**config.mk**
```make
export PLATFORM = sky130hd
export DESIGN_NAME = cipher_port_stager
export DESIGN_NICKNAME = d
export VERILOG_FILES = /design/src/rtl/cps_pkg.sv /design/src/rtl/cps_in_stager.sv /design/src/rtl/cps_core_stub.sv /design/src/rtl/cps_out_buffer.sv /design/src/rtl/cps_flags.sv /design/src/rtl/cipher_port_stager.sv
export SDC_FILE = /design/constraint.sdc
export NUM_CORES = 1
export LEC_CHECK = 0
export ABC_AREA = 1
export CORE_UTILIZATION = 60
export CTS_CLUSTER_SIZE = 20
export DETAILED_ROUTE_END_ITERATION = 7
export DONT_BUFFER_PORTS = 1
export GPL_TIMING_DRIVEN = 0
export HOLD_SLACK_MARGIN = 0.08
export PLACE_DENSITY_LB_ADDON = 0.3
export SYNTH_ARGS = -nofsm -noshare
export SYNTH_HDL_FRONTEND = slang
export SYNTH_HIERARCHICAL = 1
export SYNTH_SLANG_ARGS = --single-unit
export TNS_END_PERCENT = 1
```
**constraint.sdc**
```tcl
create_clock -name clk -period 5.4 [get_ports clk]
set_clock_uncertainty 0.1 [all_clocks]
set_input_delay 1.08 -clock clk [delete_from_list [all_inputs] [get_ports clk]]
set_output_delay 1.08 -clock clk [all_outputs]
set_load 0.01 [all_outputs]
```
**src/rtl/cps_pkg.sv**
```systemverilog
package cps_pkg;

    localparam int DATA_W    = 32;
    localparam int BLK_WORDS = 4;
    localparam int BLK_W     = DATA_W * BLK_WORDS;
    localparam int ADDR_W    = 3;
    localparam int IRQ_W     = 4;

    typedef enum logic [1:0] {
        SWAP_NONE = 2'd0,
        SWAP_HALF = 2'd1,
        SWAP_BYTE = 2'd2,
        SWAP_BITS = 2'd3
    } swap_e;

    localparam logic [ADDR_W-1:0] A_CTRL = 3'd0;
    localparam logic [ADDR_W-1:0] A_STAT = 3'd1;
    localparam logic [ADDR_W-1:0] A_DIN  = 3'd2;
    localparam logic [ADDR_W-1:0] A_DOUT = 3'd3;
    localparam logic [ADDR_W-1:0] A_IEN  = 3'd4;
    localparam logic [ADDR_W-1:0] A_IST  = 3'd5;
    localparam logic [ADDR_W-1:0] A_ICLR = 3'd6;

    localparam int IB_DONE = 0;
    localparam int IB_RWE  = 1;
    localparam int IB_KEY  = 2;
    localparam int IB_RNG  = 3;

    typedef struct packed {
        logic done;
        logic rd_err;
        logic wr_err;
        logic key_err;
        logic rng_err;
    } flags_t;

    function automatic logic [DATA_W-1:0] swap_word(input logic [DATA_W-1:0] w,
                                                    input swap_e m);
        logic [DATA_W-1:0] r;
        case (m)
            SWAP_HALF: r = {w[15:0], w[31:16]};
            SWAP_BYTE: r = {w[7:0], w[15:8], w[23:16], w[31:24]};
            SWAP_BITS: for (int i = 0; i < DATA_W; i++) r[i] = w[DATA_W-1-i];
            default:   r = w;
        endcase
        return r;
    endfunction

endpackage

```
**src/rtl/cps_in_stager.sv**
```systemverilog
module cps_in_stager
    import cps_pkg::*;
(
    input  logic             clk,
    input  logic             rst,
    input  logic             push,
    input  logic [DATA_W-1:0] word,
    output logic             start,
    output logic [BLK_W-1:0] block
);
    localparam int CW = $clog2(BLK_WORDS);
    localparam logic [CW-1:0] LAST = CW'(BLK_WORDS - 1);

    logic [CW-1:0] cnt;

    always_ff @(posedge clk) begin
        if (rst) begin
            cnt   <= '0;
            start <= 1'b0;
            block <= '0;
        end else begin
            start <= 1'b0;
            if (push) begin
                block <= {block[BLK_W-DATA_W-1:0], word};
                if (cnt == LAST) begin
                    cnt   <= '0;
                    start <= 1'b1;
                end else begin
                    cnt <= cnt + 1'b1;
                end
            end
        end
    end
endmodule

```
**src/rtl/cps_core_stub.sv**
```systemverilog
module cps_core_stub
    import cps_pkg::*;
#(
    parameter int               LATENCY   = 10,
    parameter logic [BLK_W-1:0] CORE_MASK = '0
) (
    input  logic             clk,
    input  logic             rst,
    input  logic             start,
    input  logic [BLK_W-1:0] blk_in,
    output logic             busy,
    output logic             done,
    output logic [BLK_W-1:0] result
);
    localparam int CNTW = $clog2(LATENCY + 1);

    logic [CNTW-1:0]  cnt;
    logic [BLK_W-1:0] held;

    always_ff @(posedge clk) begin
        if (rst) begin
            busy   <= 1'b0;
            done   <= 1'b0;
            cnt    <= '0;
            held   <= '0;
            result <= '0;
        end else begin
            done <= 1'b0;
            if (start && !busy) begin
                busy <= 1'b1;
                cnt  <= CNTW'(LATENCY);
                held <= blk_in;
            end else if (busy) begin
                if (cnt == CNTW'(1)) begin
                    busy   <= 1'b0;
                    done   <= 1'b1;
                    result <= held ^ CORE_MASK;
                end else begin
                    cnt <= cnt - 1'b1;
                end
            end
        end
    end
endmodule

```
**src/rtl/cps_out_buffer.sv**
```systemverilog
module cps_out_buffer
    import cps_pkg::*;
(
    input  logic              clk,
    input  logic              rst,
    input  logic              load,
    input  logic [BLK_W-1:0]  result,
    input  logic              take,
    output logic [DATA_W-1:0] head,
    output logic [$clog2(BLK_WORDS+1)-1:0] remain
);
    localparam int RW = $clog2(BLK_WORDS + 1);
    localparam int IW = $clog2(BLK_WORDS);

    logic [DATA_W-1:0] words_q [BLK_WORDS];
    logic [IW-1:0]     idx;

    for (genvar g = 0; g < BLK_WORDS; g++) begin : g_word
        always_ff @(posedge clk) begin
            if (rst)       words_q[g] <= '0;
            else if (load) words_q[g] <= result[BLK_W-1-g*DATA_W -: DATA_W];
        end
    end

    always_ff @(posedge clk) begin
        if (rst) begin
            idx    <= '0;
            remain <= '0;
        end else if (load) begin
            idx    <= '0;
            remain <= RW'(BLK_WORDS);
        end else if (take && remain != '0) begin
            idx    <= idx + 1'b1;
            remain <= remain - 1'b1;
        end
    end

    assign head = words_q[idx];
endmodule

```
**src/rtl/cps_flags.sv**
```systemverilog
module cps_flags
    import cps_pkg::*;
(
    input  logic             clk,
    input  logic             rst,
    input  logic             set_done,
    input  logic             set_rd_err,
    input  logic             set_wr_err,
    input  logic             set_key_err,
    input  logic             set_rng_err,
    input  logic             clr_we,
    input  logic [IRQ_W-1:0] clr_bits,
    input  logic             ien_we,
    input  logic [IRQ_W-1:0] ien_data,
    output flags_t           flags,
    output logic [IRQ_W-1:0] ien,
    output logic [IRQ_W-1:0] ist,
    output logic             irq
);
    logic [IRQ_W-1:0] clr;
    assign clr = clr_we ? clr_bits : '0;

    always_ff @(posedge clk) begin
        if (rst) begin
            flags <= '0;
            ien   <= '0;
        end else begin
            if (ien_we) ien <= ien_data;
            if (set_done)          flags.done <= 1'b1;
            else if (clr[IB_DONE]) flags.done <= 1'b0;
            if (set_rd_err)        flags.rd_err <= 1'b1;
            else if (clr[IB_RWE])  flags.rd_err <= 1'b0;
            if (set_wr_err)        flags.wr_err <= 1'b1;
            else if (clr[IB_RWE])  flags.wr_err <= 1'b0;
            if (set_key_err)       flags.key_err <= 1'b1;
            else if (clr[IB_KEY])  flags.key_err <= 1'b0;
            if (set_rng_err)       flags.rng_err <= 1'b1;
            else if (clr[IB_RNG])  flags.rng_err <= 1'b0;
        end
    end

    always_comb begin
        ist          = '0;
        ist[IB_DONE] = flags.done;
        ist[IB_RWE]  = flags.rd_err | flags.wr_err;
        ist[IB_KEY]  = flags.key_err;
        ist[IB_RNG]  = flags.rng_err;
    end

    assign irq = |(ist & ien);
endmodule

```
**src/rtl/cipher_port_stager.sv**
```systemverilog
module cipher_port_stager
    import cps_pkg::*;
#(
    parameter int               LATENCY   = 10,
    parameter logic [BLK_W-1:0] CORE_MASK = 128'h0F1E2D3C_4B5A6978_8796A5B4_C3D2E1F0
) (
    input  logic              clk,
    input  logic              rst,
    input  logic              bus_sel,
    input  logic              bus_we,
    input  logic [ADDR_W-1:0] bus_addr,
    input  logic [DATA_W-1:0] bus_wdata,
    output logic [DATA_W-1:0] bus_rdata,
    input  logic              key_valid_i,
    input  logic              key_fault_i,
    input  logic              rng_fault_i,
    output logic              irq
);
    localparam int RW = $clog2(BLK_WORDS + 1);

    logic wr_req, rd_req;
    logic din_wr, dout_rd, din_block, din_accept, dout_ok;
    logic icr_clr_cc;
    swap_e mode_q;

    logic             stage_start, core_busy, core_done, busy_any;
    logic [BLK_W-1:0] stage_blk, core_res;
    logic [DATA_W-1:0] head_word;
    logic [RW-1:0]    remain;
    flags_t           flags;
    logic [IRQ_W-1:0] ien_q, ist_w;
    logic             st_ccf, st_rderr, st_wrerr;

    assign wr_req  = bus_sel &  bus_we;
    assign rd_req  = bus_sel & ~bus_we;
    assign din_wr  = wr_req && (bus_addr == A_DIN);
    assign dout_rd = rd_req && (bus_addr == A_DOUT);

    assign busy_any   = stage_start | core_busy;
    assign din_block  = busy_any | (remain != '0);
    assign din_accept = din_wr & ~din_block;
    assign dout_ok    = flags.done & (remain != '0);
    assign icr_clr_cc = wr_req && (bus_addr == A_ICLR) && bus_wdata[IB_DONE];

    assign st_ccf   = flags.done;
    assign st_rderr = flags.rd_err;
    assign st_wrerr = flags.wr_err;

    always_ff @(posedge clk) begin
        if (rst)                              mode_q <= SWAP_NONE;
        else if (wr_req && bus_addr == A_CTRL) mode_q <= swap_e'(bus_wdata[1:0]);
    end

    cps_in_stager u_stage (
        .clk   (clk),
        .rst   (rst),
        .push  (din_accept),
        .word  (swap_word(bus_wdata, mode_q)),
        .start (stage_start),
        .block (stage_blk)
    );

    cps_core_stub #(.LATENCY(LATENCY), .CORE_MASK(CORE_MASK)) u_core (
        .clk    (clk),
        .rst    (rst),
        .start  (stage_start),
        .blk_in (stage_blk),
        .busy   (core_busy),
        .done   (core_done),
        .result (core_res)
    );

    cps_out_buffer u_out (
        .clk    (clk),
        .rst    (rst),
        .load   (core_done),
        .result (core_res),
        .take   (dout_rd & dout_ok),
        .head   (head_word),
        .remain (remain)
    );

    cps_flags u_flags (
        .clk         (clk),
        .rst         (rst),
        .set_done    (core_done),
        .set_rd_err  (dout_rd & ~dout_ok),
        .set_wr_err  (din_wr & din_block),
        .set_key_err (key_fault_i),
        .set_rng_err (rng_fault_i),
        .clr_we      (wr_req && (bus_addr == A_ICLR)),
        .clr_bits    (bus_wdata[IRQ_W-1:0]),
        .ien_we      (wr_req && (bus_addr == A_IEN)),
        .ien_data    (bus_wdata[IRQ_W-1:0]),
        .flags       (flags),
        .ien         (ien_q),
        .ist         (ist_w),
        .irq         (irq)
    );

    always_ff @(posedge clk) begin
        if (rst) begin
            bus_rdata <= '0;
        end else if (rd_req) begin
            case (bus_addr)
                A_CTRL: bus_rdata <= {30'd0, mode_q};
                A_STAT: bus_rdata <= {24'd0, key_valid_i, 3'd0, busy_any,
                                      flags.wr_err, flags.rd_err, flags.done};
                A_DOUT: bus_rdata <= dout_ok ? swap_word(head_word, mode_q) : '0;
                A_IEN:  bus_rdata <= {28'd0, ien_q};
                A_IST:  bus_rdata <= {28'd0, ist_w};
                default: bus_rdata <= '0;
            endcase
        end
    end
endmodule

```
======== After elaboration in Yosys (flattened, before gate mapping) ========
Memory sizes are Yosys's and may differ from the RTL's. A register that Yosys moved wholly into a read port is not among the register bits.
Index checks and enable logic that the tools add are counted.
cells by class
  equality and inequality tests ........... 12
  shift operators ......................... 0
  div/mod/pow operators ................... 0
  order comparisons ....................... 0
  bitwise gates (word level) .............. 23
  $add $sub $neg .......................... 4
  multiply operators ...................... 0
  reductions and logical operators ........ 25
  muxes and demuxes ....................... 36
operators by type and width
  cell                                                                   number
  32-bit one-hot mux with 3 select lines                                 2
  32-bit 2-to-1 mux                                                      5
  32-bit one-hot mux with 5 select lines                                 1
  64-bit NOT                                                             1
  1-bit 2-to-1 mux                                                       19
  4-bit 2-to-1 mux                                                       4
  2-bit nonzero test                                                     7
  3-bit equality test, second input constant                             3
  1-bit AND                                                              7
  1-bit logical AND                                                      7
  1-bit NOT                                                              7
  1-bit bitwise OR                                                       7
  2-bit equality test, second input constant                             3
  3-bit by 2-bit equality test with 1-bit output, second input constant  2
  2-bit 2-to-1 mux                                                       3
  3-bit 2-to-1 mux                                                       2
  2-bit OR reduction                                                     3
  2-bit by 1-bit adder with 2-bit output, second input constant          2
  4-bit AND                                                              1
  4-bit by 1-bit equality test with 1-bit output, second input constant  1
  2-bit AND reduction                                                    2
  4-bit OR reduction                                                     1
  4-bit by 1-bit subtractor with 4-bit output, second input constant     1
  3-bit by 1-bit equality test with 1-bit output, second input constant  1
  other kinds (8)                                                        8
storage, ports and cells
  bits in writable memories ............... 128
  ROM bits ................................ 0
  input bits .............................. 42
  bits in latches ......................... 0
  output and inout bits ................... 33
  memories ................................ 1
  flip-flop bits (word level) ............. 441
  logic and storage cells ................. 121
memory list
  name           depth  width  read ports  clocked after memory_dff  wr ports  RTL line              source
  u_out.words_q  4      32     1           1                         4         cps_out_buffer.sv:15  logic [DATA_W-1:0] words_q [BLK_WORDS];

======== Longest topological paths before layout ========
Gate-level depths: netlist of the first run.
  depth in word-level cells ............... 7
  mapped depth ............................ 11
  depth with buffers taken out ............ 9

======== Hierarchy ========
Netlist of the first run, hierarchy kept.
modules (own cells, without submodules)
  module              area an instance (µm²)  instances  cells an instance  sequential area each (µm²)
  cps_core_stub       8909.8                  1          1087               5245.0
  cps_out_buffer      6173.4                  1          620                3983.8
  cps_in_stager       4808.4                  1          570                2622.5
  cipher_port_stager  3051.7                  1          522                680.7
  cps_flags           380.4                   1          54                 180.2

======== Least setup slack after synthesis of the first run ========
OpenSTA, ideal clock, no wires.
  path kind ............................... in2reg
  start point ............................. input rst
  end point ............................... memory u_out.words_q[0][0], enable pin
  arrival time ............................ 3.627 ns
  setup slack ............................. 1.191 ns
  required time ........................... 4.819 ns
  path buffers ............................ 0
  setup time .............................. 0.481 ns
  stages .................................. 2
  path through ............................ nor2_1 > inv_1
RTL lines
  what                RTL line                 source
  start: declaration  cipher_port_stager.sv:8  input logic rst,
  end: declaration    cps_out_buffer.sv:15

======== Final worst setup path of the first run ========
  start point ............................. input bus_addr[2]
  end point ............................... register u_stage.block[96]
between the ends
  longest elaborated chain between the ends .. 3
RTL lines
  what                                            RTL line                  source
  start: declaration                              cipher_port_stager.sv:11  input logic [ADDR_W-1:0] bus_addr,
  3-bit by 2-bit equality test with 1-bit output  cipher_port_stager.sv:36  assign din_wr = wr_req && (bus_addr == A_DIN);
  1-bit logical AND                               cipher_port_stager.sv:36
  1-bit AND                                       cipher_port_stager.sv:41  assign din_accept = din_wr & ~din_block;
  via din_accept                                  cipher_port_stager.sv:22  logic din_wr, dout_rd, din_block, din_accept, dout_ok;
  end signal: assignment                          cps_in_stager.sv:24       block <= {block[BLK_W-DATA_W-1:0], word};
  end: declaration                                cps_in_stager.sv:9        output logic [BLK_W-1:0] block
The timed path passes the listed nets, and every way through them passes these cells.
A chain may end at the register's enable or synchronous reset.

==> reports/qor.yml, run 1 <==
stdcell_area_um2: 25800
cts_root_buf: "clkbuf_16"
start_kind: "input port"
ios: 75
p_per_area_nw_per_um2: 334
layout_commonest_cell: "nor2_1"
holdCritPathClass: "reg -> reg"
viasPerCell: 5.78
route.detailed.drc: 0
numCtsBuffers: 54
dp.cells: 3365
required_ps: 5810
pre_cts_ws_ps: 2040
multiInputGateArea_um2: 8550
ctsResizeCount: 0
core_um2: 37900
relSlewSlack_pct: 29.5
syn_inst: 2853
nets: 2957
p_clk_share_pct: 45.2
setup_tns_ps: 0
worst_slack_ps: 2520
drt_pass1_iterations: 6
cp.arrival_ps: 3290
status: "completed"
leakage_nw: 10.2
drt-initial-drc-count: 2289
hold_depth: 1
syn_to_final_growth_pct: 10.8
seq_area_frac_synth_pct: 54.5
layout_common_cells: "742 x nor2_1, 443 x dfxtp_1, 441 x o21ai_0"
max_clock_freq_mhz: 347
combPwrFrac_pct: 3.2
first_global_vias: 18500
mappedNetlistArea_um2: 23300
antenna_found_initial: 1
insertion_delay_ps: 620
grt_pass1_wl_um: 107000
dieHeight_um: 199
num_antenna_cells: 0
syn_nets: 2900
ys_types: 38
cap_viol_max_count: 0
num_rows: 71
p_seq_share_pct: 51.6
period_needed_ps: 2880
cts_hold_buf: 0
ir_drop_uv: 295
setup.reg_to_reg.worst_slack_ps: 2520
wl_per_cell_um: 20.8
final_util_pct: 68.1
cts_setup_buffers: 0
clock-sinks: 571
tightest_slew_ps: 1050
chipWidth_um: 199
hold_viol_final: 0
tritoncts: "built"
layout.cells.non_filler: 3466
p_sw_share_pct: 22.0
num_vias: 20000
synth.avg_cell_area_um2: 8.18
routed_wl_um: 72100
rsz0062_at_grt: "no"
internal_power_mw: 6.73
port_buffers: 0
cp_max_fo: 10
finalCritPeriodShare_pct: 53.4
drive_above_1_share_pct: 10.8
finalMaxSlewViolations: 0
grt_usage_pct: 36.4
htree_levels: 2
worstRegToRegCells: 8
seq_area_um2: 12700
place_area_um2: 24000
setup_viol: 0
gp_congestion: 1.03
postRouteAntennaNets: 0
num-fill-cells: 3059
grt_max_degree: 70
start_util_pct: 61.5
overflow: 0
crit_type: "in -> reg"
dieArea_um2: 39700
critPathCaptureType: "flop"
dp_hpwl_um: 54900
clk_pin_slew_worst_paths_ps: 70
ys_ff_latch: 571
p_sw_mw: 1.90
synth_warnings: 6
clockBufferDepth: 3
[cell families (layout without fill, tap and decap cells)]
logic type	count (synthesis)	after routing	share of synthesized area [%]
AO/OA/AOI/OAI	713	713	16.4
adder cells (fa/ha/maj)	5	5	0.268
buffers and inverters	432	534	8.87
flip-flops	571	571	54.5
AND/OR/NAND/NOR	1132	1132	19.9
[critical path, stage by stage]
cell	delay (ps)
buf_2	140
inv_2	110
nand4_1	160
nor3_2	770
buf_4	350
inv_4	60
buf_12	150
buf_6	150
nor2_2	200
nor2_1	80
[through the flow]
step           power [mW]  hold WS, ps
3_3_place_gp         4.81          317
6_report             8.63          336
3_5_place_dp         4.81          322
5_1_grt              8.85          346
4_1_cts              8.65          335
2_1_floorplan        4.72          306
[cells in the mapped netlist (all sizes together)]
library cell | n | share of area (%)
nor2 | 843 | 15
nand2 | 216 | 3.5
o21bai | 5 | 0.16
a221oi | 4 | 0.15
nor4 | 2 | 0.054
buf | 113 | 3.7
a211oi | 2 | 0.064
o2111ai | 24 | 0.90
nor3 | 4 | 0.13
inv | 229 | 3.7
clkbuf | 90 | 1.4
a21oi | 126 | 2.7
edfxtp | 128 | 16
dfxtp | 443 | 38
o211ai | 10 | 0.32
o221ai | 21 | 0.79
ha | 5 | 0.27
o22ai | 33 | 0.89
or2 | 5 | 0.14
nand4 | 6 | 0.16
nand3 | 55 | 1.2
o21ai | 488 | 10
nor3b | 1 | 0.032
[registers in the layout, indices dropped and copies added, names as in the netlist, named ones only]
| name | cells |
|---|---|
| u_core/held | 128 |
| u_core/result | 128 |
| u_out/words_q | 128 |
| u_stage/block | 128 |
| bus_rdata | 32 |
| u_flags/flags | 5 |
| u_core/cnt | 4 |
| u_flags/ien | 4 |
| u_out/remain | 3 |
| mode_q | 2 |
| u_out/idx | 2 |
| u_stage/cnt | 2 |
| u_core/busy | 1 |
| u_core/done | 1 |
| u_stage/start | 1 |
[power groups by stage]
stage          logic (mW)  clock network [mW]  registers, mW
2_1_floorplan       0.185                   0           4.53
3_5_place_dp        0.266                   0           4.55
5_1_grt             0.299                4.10           4.45
3_3_place_gp        0.259                   0           4.55
6_report            0.275                3.90           4.45
4_1_cts             0.268                3.93           4.45
[layout make-up]
| class | instances | share of cell area, % |
|---|---|---|
| flip-flops and latches | 571 | 49.2 |
| multi-input cells | 1850 | 33.1 |
| clock buffers | 79 | 6.13 |
| plain buffers | 203 | 4.64 |
| inverters | 229 | 3.37 |
| well taps | 511 | 2.47 |
| clock inverters | 22 | 1.03 |
| repair buffers | 1 | 0.106 |
[per-layer routing]
| layer | global-route usage (%) | part of all wire [%] | up-vias |
|---|---|---|---|
| li1 | - | - | 9448 |
| met4 | 19.0 | 5.4 | 2 |
| met1 | 48.4 | 41 | 9345 |
| met5 | 0 | 0.014 | - |
| met2 | 57.9 | 45 | 1032 |
| met3 | 5.28 | 8.8 | 200 |
[path summary, 6_finish.rpt]
| path | startpoint | to |
|---|---|---|
| max | bus_addr[2] | u_stage/block[96]$_SDFFE_PP0P_ |
| min | u_core/held[17]$_SDFFE_PP0P_ | u_core/result[17]$_SDFFE_PP0P_ |
| min reg2reg | u_core/held[17]$_SDFFE_PP0P_ | u_core/result[17]$_SDFFE_PP0P_ |
| max reg2reg | u_stage/start$_SDFF_PP0_ | u_stage/block[96]$_SDFFE_PP0P_ |
Power figures use the tool's default switching activity.
==> inputs of run 2 (changes only) <==
ABC_AREA = 0   (was 1)
CORE_UTILIZATION = 57   (was 60)
clock period = 2.4 ns   (was 5.4 ns; I/O delays follow)
==> run 2 against run 1 <==
Against the previous run:
- non-clock buffer count down 21
- final area fell by 0.27%
- routed wire length is 17% lower
- critical endpoint is now bus_rdata[7]$_SDFFE_PP0P_
==> reports/qor.yml, run 2 <==
first_global_vias: 15800  # -15%
r2r-end: "bus_rdata[7]$_SDFFE_PP0P_"
required_ps: 2780  # -3030 ps
syn_to_final_growth_pct: 11.5
nets: 2285  # -23%
mappedNetlistArea_um2: 23100  # -0.83%
cap_viol_max_count: 0  # unchanged
syn_inst: 2169  # -24%
clock-sinks: 571  # unchanged
cp.arrival_ps: 2690  # -600 ps
p_seq_share_pct: 52.1  # +0.5 points
setup.reg_to_reg.worst_slack_ps: 90  # -2430 ps
setup_viol: 0  # unchanged
drt_pass1_iterations: 5  # -1
dieHeight_um: 203  # +2.2%
port_buffers: 0  # unchanged
layout_common_cells: "442 x nand2_1, 442 x dfxtp_1, 253 x a21oi_1"
hold_viol_final: 0  # unchanged
p_per_area_nw_per_um2: 740  # +120%
dp_hpwl_um: 45500  # -17%
route.detailed.drc: 0  # unchanged
internal_power_mw: 15.1  # +120%
grt_pass1_wl_um: 91300  # -15%
wl_per_cell_um: 21.3  # +2.2%
seq_area_frac_synth_pct: 55.0  # +0.45 points
synth_async_sr_flop_share_pct: 0  # unchanged
worstRegToRegCells: 6  # -2
grt_usage_pct: 29.3  # -7.2 points
synth_warnings: 6  # unchanged
syn_nets: 2216  # -24%
rsz0062_at_grt: "no"
overflow: 0  # unchanged
synth_ff_type: "dfxtp_1"
finalCritPeriodShare_pct: 96.4
synth_area_leaders: "dfxtp_1 38%, edfxtp_1 17%, mux4_2 8.8%"
p_clk_share_pct: 45.1  # about the same
setup_tns_ps: 0  # unchanged
routed_wl_um: 59800  # -17%
ir_drop_uv: 553  # +87%
chipWidth_um: 203  # +2.2%
finalMaxSlewViolations: 0  # unchanged
ys_ff_latch: 571  # unchanged
p_sw_mw: 4.01  # +110%
postRouteAntennaNets: 0  # unchanged
holdCritPathClass: "in -> reg"
num_antenna_cells: 0  # unchanged
synth_edf_count: 128  # unchanged
hold_depth: 3  # +2
synth.avg_cell_area_um2: 10.7  # +30%
clockBufferDepth: 3  # unchanged
clk_pin_slew_worst_paths_ps: 60  # about the same
tritoncts: "built"
cp_max_fo: 10  # unchanged
critPathCaptureType: "flop"
htree_levels: 2  # unchanged
period_needed_ps: 2310
cts_setup_buffers: 0  # unchanged
p_sw_share_pct: 21.0  # -0.92 points
viasPerCell: 5.70  # -1.3%
ios: 75  # unchanged
synth_area_leader_cell: "dfxtp_1"
gp_congestion: 0.902  # -12%
relSlewSlack_pct: 49.5  # +20 points
status: "completed"
core_um2: 39900  # +5.2%
yosysMostFrequentCell: "dfxtp_1"
numCtsBuffers: 56  # +3.7%
cts_root_buf: "clkbuf_16"
drt-initial-drc-count: 1575  # -31%
combPwrFrac_pct: 2.8  # -0.4 points
leakage_nw: 8.64  # -15%
drive_above_1_share_pct: 13.7  # +3.0 points
crit_type: "reg -> reg"
num_rows: 73  # +2.8%
synth_top_area_share_pct: 38.3  # +0.32 points
layout.cells.non_filler: 2810  # -19%
crit_path_end: "bus_rdata[7]$_SDFFE_PP0P_"
tightest_slew_ps: 758  # -295 ps
netlist_top_cells_count: "443 x dfxtp_1, 442 x nand2_1, 253 x a21oi_1, 189 x nor2_1, 141 x mux2i_1"
ys_types: 49  # +29%
max_clock_freq_mhz: 432
dieArea_um2: 41400  # +4.3%
antenna_found_initial: 2  # +1
dp.cells: 2695  # -20%
num_vias: 16000  # -20%
insertion_delay_ps: 610  # about the same
start_util_pct: 58.0  # -3.5 points
grt_max_degree: 129  # +84%
start_kind: "flop"
## run 2: changes by cell type after synthesis, sizes merged, moves of 33 or more
cell / change
clkbuf: -33
o21ai: -482
nand2: +226
mux4: +96
nand3: -52
a21oi: +127
nand2b: +56
nor2: -654
and2: +129
inv: -223
mux2i: +141
## run 2: power by group through the flow
stage               Clock (mW)  Sequential [mW]  Combinational, mW
finish                    8.60             9.94              0.534
global route              9.08             9.94              0.563
CTS                       8.69             9.94              0.527
global placement             0             10.1              0.486
floorplan                    0             10.1              0.367
detailed placement           0             10.1              0.503
## run 2: worst max-delay path, stage by stage, from the launching register on
cell and delay (ps):
dfxtp_2 320, buf_6 150, buf_12 160, mux4_2 590
mux4_2 530, a221oi_2 260, nor2_1 60
## run 2: metrics by stage
stage          hold slack (ps)  instance area [um2]  utilization (%)  setup slack (ps)  total power [mW]
6_report                   126                25800             64.6              85.7              19.1
5_1_grt                    144                25800             64.6              22.7              19.6
4_1_cts                    101                25800             64.5              8.58              19.2
3_5_place_dp               343                23800             59.7              -318              10.6
3_3_place_gp               338                23800             59.6              -350              10.6
2_1_floorplan              313                23100                -               318              10.5
## run 2: layout make-up
cell class	count	area [um2]
fill	3020	14100
sequential	571	12700
multi-input combinational	1420	9320
clock buffer	85	1650
buffer	172	1120
tap	525	657
clock inverter	20	168
timing repair buffer	11	128
inverter	6	22.5
## run 2: routing by layer
layer	vias to the layer above	wire (um)	track usage, %
met5	-	0	0
met4	0	1790	10.6
met3	102	4790	6.07
met2	629	27900	47.5
met1	7704	25300	38.9
li1	7584	-	-
## run 2: how the worst min path moves through the flow
stage	from	endpoint	slack (ps)
finish	bus_sel	bus_rdata[3]$_SDFFE_PP0P_	130
detailed placement	u_core/result[50]$_SDFFE_PP0P_	u_core/result[50]$_SDFFE_PP0P_	340
CTS	bus_sel	bus_rdata[0]$_SDFFE_PP0P_	100
global placement	u_core/result[0]$_SDFFE_PP0P_	u_core/result[0]$_SDFFE_PP0P_	340
global route	bus_sel	bus_rdata[3]$_SDFFE_PP0P_	140
floorplan	u_core/held[100]$_SDFFE_PP0P_	u_core/result[100]$_SDFFE_PP0P_	310
## run 2: cell families (layout without fill, tap and decap cells)
logic type,count (synthesis),count (layout),synth area share [%]
multiplexers,238,238,15.6
AO/OA/AOI/OAI,322,322,7.89
buffers and inverters,178,294,4.90
adder cells (fa/ha/maj),5,5,0.270
AND/OR/NAND/NOR,855,855,16.4
flip-flops,571,571,55.0
## run 2: what timing repair did
action,in CTS,in global routing
gates cloned,0,0
endpoints found under the setup margin,131,114
pin swaps,0,3
endpoints found under the hold margin,17,0
gates resized for setup,3,4
hold buffers,10,0
